--- config.mk ---
export PLATFORM = sky130hd
export DESIGN_NAME = dec_latch_top
export DESIGN_NICKNAME = d
export VERILOG_FILES = /design/src/rtl/dec_pkg.sv /design/src/rtl/dec_divider.sv /design/src/rtl/dec_capture.sv /design/src/rtl/dec_dac_encode.sv /design/src/rtl/dec_latch_top.sv
export SDC_FILE = /design/constraint.sdc
export NUM_CORES = 1
export LEC_CHECK = 0
export ABC_AREA = 0
export BUFFER_PORTS_ARGS = -buffer_cell sky130_fd_sc_hd__buf_2
export CORE_ASPECT_RATIO = 1.1
export CORE_MARGIN = 1
export CORE_UTILIZATION = 40
export CTS_BUF_LIST = sky130_fd_sc_hd__clkbuf_8
export CTS_CLUSTER_SIZE = 16
export DETAILED_ROUTE_END_ITERATION = 8
export PLACE_DENSITY = 0.67
export SLEW_MARGIN = 40
export SYNTH_ARGS = -nofsm -noshare
export SYNTH_HDL_FRONTEND = slang
export SYNTH_HIERARCHICAL = 1
export SYNTH_SLANG_ARGS = --single-unit
--- constraint.sdc ---
create_clock -name clk_i -period 3.9 [get_ports clk_i]
set_input_delay 0.195 -clock clk_i [delete_from_list [all_inputs] [get_ports clk_i]]
set_output_delay 0.195 -clock clk_i [all_outputs]
set_load 0.1 [all_outputs]
--- src/rtl/dec_pkg.sv ---
package dec_pkg;
  localparam int CODE_W = 3;
  localparam int CNT_W  = (1 << CODE_W) - 1;
  localparam int CNT_W1 = CNT_W + 1;

  // mask of counter bits that must be zero for a kept sample
  function automatic logic [CNT_W-1:0] low_mask(input logic [CODE_W-1:0] code);
    logic [CNT_W1-1:0] one_hot;
    one_hot = CNT_W1'(1) << code;
    return CNT_W'(one_hot - CNT_W1'(1));
  endfunction

  // number of kept samples in one full counter frame
  function automatic logic [CNT_W1-1:0] frame_keeps(input logic [CODE_W-1:0] code);
    return CNT_W1'(1) << (CNT_W - int'(code));
  endfunction
endpackage

--- src/rtl/dec_divider.sv ---
module dec_divider
  import dec_pkg::*;
(
  input  logic              clk,
  input  logic              rst,
  input  logic [CODE_W-1:0] sel,
  output logic              keep_o,
  output logic              wrap_o,
  output logic [CODE_W-1:0] code_o,
  output logic [CNT_W-1:0]  cnt_o
);
  logic [CNT_W-1:0]  cnt_q;
  logic [CODE_W-1:0] code_q;

  assign wrap_o = &cnt_q;
  assign keep_o = (cnt_q & low_mask(code_q)) == '0;
  assign code_o = code_q;
  assign cnt_o  = cnt_q;

  always_ff @(posedge clk) begin
    if (rst) begin
      cnt_q  <= '0;
      code_q <= sel;
    end else begin
      cnt_q <= cnt_q + CNT_W'(1);
      if (wrap_o) code_q <= sel;
    end
  end
endmodule

--- src/rtl/dec_capture.sv ---
module dec_capture #(
  parameter int DW = 8
) (
  input  logic          clk,
  input  logic          rst,
  input  logic          keep,
  input  logic [DW-1:0] din,
  output logic [DW-1:0] dout,
  output logic          stb
);
  always_ff @(posedge clk) begin
    if (rst) begin
      dout <= '0;
      stb  <= 1'b0;
    end else begin
      stb <= keep;
      if (keep) dout <= din;
    end
  end
endmodule

--- src/rtl/dec_dac_encode.sv ---
module dec_dac_encode #(
  parameter int DW = 8
) (
  input  logic [DW-1:0] din,
  input  logic          flip,
  output logic [DW-1:0] dout
);
  for (genvar b = 0; b < DW; b++) begin : g_bit
    assign dout[b] = flip ? din[b] : ~din[b];
  end
endmodule

--- src/rtl/dec_latch_top.sv ---
module dec_latch_top
  import dec_pkg::*;
#(
  parameter int DW = 8
) (
  input  logic              clk_i,
  input  logic              rst_i,
  input  logic [DW-1:0]     smp_i,
  input  logic [CODE_W-1:0] ratio_sel_i,
  input  logic              flip_i,
  output logic [DW-1:0]     dec_o,
  output logic              dec_stb_o,
  output logic [DW-1:0]     dac_o
);
  // named internal events for the checker
  logic              keep_w;
  logic              wrap_w;
  logic [CODE_W-1:0] code_w;
  logic [CNT_W-1:0]  cnt_w;

  dec_divider u_div (
    .clk    (clk_i),
    .rst    (rst_i),
    .sel    (ratio_sel_i),
    .keep_o (keep_w),
    .wrap_o (wrap_w),
    .code_o (code_w),
    .cnt_o  (cnt_w)
  );

  dec_capture #(.DW(DW)) u_cap (
    .clk  (clk_i),
    .rst  (rst_i),
    .keep (keep_w),
    .din  (smp_i),
    .dout (dec_o),
    .stb  (dec_stb_o)
  );

  dec_dac_encode #(.DW(DW)) u_enc (
    .din  (dec_o),
    .flip (flip_i),
    .dout (dac_o)
  );
endmodule

# Yosys cells after proc, flatten, opt, wreduce, memory -nomap -nowiden
# Cells that the tools add are included.
# word_totals
out_inout_bits	17
ff_bits	19
# classes
muxes	10
n_bitwise	9
shift	1
add_sub_neg	2
n_reduce_logical	3
# ops
op	n
$mux 1	8
$not 1->1	8
$add 7x1->7 const B	1
$and 7x7->7	1
$logic_not 7->1	1
$reduce_and 7->1	1
$shl 1x3->7 const A	1
$sub 7x1->7 const B	1
$mux 3	2
$reduce_bool 2->1	1

# Depth between registers and ports, before layout
# logic_depth
word_depth	4
depth_mapped	6
mapped_depth_nobuf	5

# By module
# Netlist, hierarchy kept.
# by_module_without_submodules
mod	instances	area_each_um2	cells_per_inst
dec_divider	1	411.6	42
dec_capture	1	312.8	28
dec_dac_encode	1	81.3	9

# Worst setup path before layout
# OpenSTA, ideal clock, no wires.
# synth_path
path_kind	register to output
startpoint	reg u_cap.dout[0]
endpoint	out dac_o[0]
t_arrival_ns	2.379
path_slack_ns	1.326
path_stages_with_launch	2
t_required_ns	3.705
path_buffers	0
cell_sequence	dfxtp_1 > xnor2_1
# synth_between
elab_chain_cells	2
# synth_rtl
item	line	source
start, declared	dec_capture.sv:8	output logic [DW-1:0] dout,
start signal, assigned	dec_capture.sv:17	if (keep) dout <= din;
$not 1->1	dec_dac_encode.sv:9	assign dout[b] = flip ? din[b] : ~din[b];
$mux 1 (*)	dec_dac_encode.sv:9	
end, declared	dec_latch_top.sv:13	output logic [DW-1:0] dac_o
# Every way passes the cells marked *; elsewhere a longest branch is shown, timed or not.

# Final worst setup path
# layout_path
startpoint	reg u_div.code_q[1], in the netlist u_div/code_o[1]
endpoint	reg u_cap.dout[0]
# layout_between
elab_chain_cells	4
# layout_rtl
item	line	source
start, declared	dec_divider.sv:13	logic [CODE_W-1:0] code_q;
start signal, assigned	dec_divider.sv:23	code_q <= sel;
start signal, assigned	dec_divider.sv:26	if (wrap_o) code_q <= sel;
$shl 1x3->7	dec_pkg.sv:9	one_hot = CNT_W1'(1) << code;
$sub 7x1->7	dec_pkg.sv:10	return CNT_W'(one_hot - CNT_W1'(1));
$and 7x7->7	dec_divider.sv:16	assign keep_o = (cnt_q & low_mask(code_q)) == '0;
$logic_not 7->1	dec_divider.sv:16	
named net keep_w	dec_latch_top.sv:16	logic keep_w;
# The timed path passes the listed nets, and every way through them passes these cells.
# A chain may end at the register's enable or synchronous reset.

==> impl_metrics.env <==
export IMPL_run_status="completed"
export IMPL_tritoncts_num_buffers=3
export IMPL_io_pin_count=31
export IMPL_synth_cell_area_um2=806
export IMPL_combinational_group_share_of_total_power_pct=39.8
export IMPL_synth_top_family_by_area="simple AND/OR/NAND/NOR gates"
export IMPL_worstHoldPathType="in2reg"
export IMPL_share_of_the_yosys_chip_area_belonging_to_registers_pct=50.9
export IMPL_post_synth_num_cell_types=21
export IMPL_internal_power_mw=0.331
export IMPL_cpLargestDelayFamily="compound AO/OA/AOI/OAI gates"
export IMPL_crit_chain="o21ai_0 -> o21ai_0 -> a221oi_1 -> buf_4 -> mux2i_1 -> nor2_1"
export IMPL_relSlewSlack_pct=67.7
export IMPL_finalSetupViolations=0
export IMPL_max_clock_freq_mhz=632
export IMPL_cts_root_buffer="clkbuf_8"
export IMPL_htree_levels=1
export IMPL_synth_compound_gate_area_share_pct=7.92
export IMPL_synth_area_leader="dfxtp_1"
export IMPL_clk_pin_slew_worst_paths_ns=0.07
export IMPL_dpl_instance_area_um2=970
export IMPL_worst_path_arrival_ns=1.72
export IMPL_place_gp_congestion=0.780
export IMPL_initial_utilization_pct=43.8
export IMPL_postRouteAntennaNets=0
export IMPL_wire_length_of_the_first_global_routing_pass_mm=2.53
export IMPL_clockBufferDepth=2
export IMPL_post_cts_hold_buffer_count=0
export IMPL_numClockSinks=19
export IMPL_synth_xor_area_share_pct=12.0
export IMPL_clock_power_share_pct=22.4
export IMPL_unrepaired_setup_endpoints_after_global_routing="false"
export IMPL_cts_setup_buffers=0
export IMPL_setup_worst_path_start_class="register"
export IMPL_grt_antenna_before_repair=0
export IMPL_worstSkewPairLatency_ns=0.25
export IMPL_min_period_over_period_pct=40.6
export IMPL_timing_max_transition_violations_final=0
export IMPL_cts_tree="yes"
export IMPL_irDropWorstVdd_v=0.000335
export IMPL_timing_critical_path_required_ns=4.04
export IMPL_syn_area_per_cell_um2=10.2
export IMPL_synth_simple_gate_area_share_pct=13.4
export IMPL_yosysTopAreaCellShare_pct=39.8
export IMPL_drt_total_wl_mm=1.46
export IMPL_number_of_vias_per_cell=4.66
export IMPL_critPathMaxFanout=9
export IMPL_core_mm2=0.00184
export IMPL_die_span_in_y_um=49.1
export IMPL_final_design_area_no_fill_mm2=0.00102
export IMPL_sequential_fraction_of_design_power_pct=37.8
export IMPL_timing_max_cap_violations=0
export IMPL_final_critical_path_setup_slack_ns=2.32
export IMPL_power_switching_share_pct=44.8
export IMPL_crit_path_frequent_cell="o21ai_0"
export IMPL_place_port_buffers=30
export IMPL_adder_cell_share_of_the_synthesized_area_pct=1.55
export IMPL_layout_nets=127
export IMPL_synthesis_instances=79
export IMPL_layout_area_overhead_vs_synth_pct=26.1
export IMPL_yosys_register_bits=19
export IMPL_drcViolationCount=0
export IMPL_critical_path_max_stage_delay_ns=0.42
export IMPL_static_leakage_power_nw=0.456
export IMPL_die_w_um=44.8
export IMPL_preCtsSetupSlack_ns=2.32
export IMPL_rrSetupSlack_ns=2.32
export IMPL_critPathSlowestCell="edfxtp_1"
export IMPL_cts_resized=0
export IMPL_path_class="reg2reg"
export IMPL_synth_area_leaders="dfxtp_1 (40%), edfxtp_1 (11%), mux2i_1 (9.9%)"
export IMPL_placement_rows=16
export IMPL_grt_max_degree=18
export IMPL_post_detail_place_hpwl_mm=1.06
export IMPL_drtPass1Iterations=2
export IMPL_fraction_of_synthesized_area_in_multiplexers_pct=9.94
export IMPL_worstPathBufferInverterCount=1
export IMPL_finClkSkew_ns=0.00306
export IMPL_tightestPinTransition_ns=0.488
export IMPL_power_density_mw_per_mm2=589
export IMPL_p_sw_mw=0.268
export IMPL_power_mw=0.599
export IMPL_final_hold_viol_count=0
export IMPL_detail_route_iter0_violations=3
export IMPL_routedWlPerCell_um=10.6
export IMPL_first_global_vias=618
export IMPL_setup_tns_final_ns=0
export IMPL_die_area_mm2=0.00220
export IMPL_timing_critical_path_to_type="register"
export IMPL_grt_total_usage_pct=15.5
export IMPL_synthesis_yosys_warnings=6
export IMPL_vias=643
export IMPL_diodes=0
export IMPL_hold_ws_ns=0.112
export IMPL_syn_num_nets=94
export IMPL_grt_overflow=0
export IMPL_drive_above_1_share_pct=33.3
export IMPL_timing_final_crit_period_ns=1.58
[flip-flops by register name, indices dropped and copies added, names as in the netlist]
name and count:
u_cap/dout 8, u_div/cnt_o 7, u_cap/stb 1, u_div/code_o 3
[power by group through the flow]
stage | sequential [mW] | clock, mW | combinational (mW)
4_1_cts | 0.227 | 0.139 | 0.239
6_report | 0.227 | 0.134 | 0.238
3_3_place_gp | 0.231 | 0 | 0.237
3_5_place_dp | 0.231 | 0 | 0.239
5_1_grt | 0.229 | 0.146 | 0.247
2_1_floorplan | 0.298 | 0 | 0.140
[final timing paths]
path | from | end | depth (start not counted)
worst max-delay path | u_div/code_o[1] | u_cap/dout[0] | 6
worst min register to register | u_div/cnt_o[0] | u_div/cnt_o[0] | 1
worst max register to register | u_div/code_o[1] | u_cap/dout[0] | 6
worst min-delay path | ratio_sel_i[0] | u_div/code_o[0] | 1
[per-layer routing]
layer	routed length (um)	global-route usage, %
met2	726	25.2
met3	55	3.33
met1	664	18.1
met4	12	9.09
met5	0	0
[cell usage in the layout (no fill, tap or decap), drive strengths merged]
cell / instances
nor3: 1
or2: 1
xor2: 2
o21ai: 5
xnor2: 9
edfxtp: 3
clkbuf: 3
dfxtp: 16
ha: 1
nor2: 12
nor2b: 2
a221oi: 1
a21oi: 3
mux2i: 8
o22ai: 1
nand2: 3
inv: 2
buf: 31
or3: 2
clkinv: 1
nand3: 3
a21o: 1
[through the flow]
step / std cells / utilization [%]
CTS: 138 / 55.2
global placement: 134 / 52.6
detailed placement: 134 / 52.6
finish: 138 / 55.2
global route: 138 / 55.2
floorplan: 79 / -
[Yosys cell counts]
cell      count
nor2_1       12
or2_2         1
ha_1          1
dfxtp_1      16
nand2_1       3
o21ai_0       5
xnor2_1       9
o22ai_1       1
inv_1         2
or3_1         2
mux2i_1       8
xor2_1        2
clkbuf_2      1
a221oi_1      1
a21o_2        1
buf_6         2
a21oi_1       3
nand3_1       3
nor2b_1       2
nor3_1        1
edfxtp_1      3
[cell type report]
cell class	count	area, um^2
clock inverter	1	5.00
tap	27	33.8
multi-input combinational	55	360
timing repair buffer	31	158
inverter	2	7.51
sequential	19	410
fill	188	826
clock buffer	3	41.3
[kinds of logic (layout without fill, tap and decap cells)]
group / Yosys count / count (layout)
fa+ha+maj: 1 / 1
compound gates: 11 / 11
flops: 19 / 19
buf+inv: 5 / 37
mux: 8 / 8
simple gates: 24 / 24
xor+xnor: 11 / 11
(Power assumes the default switching activity.)
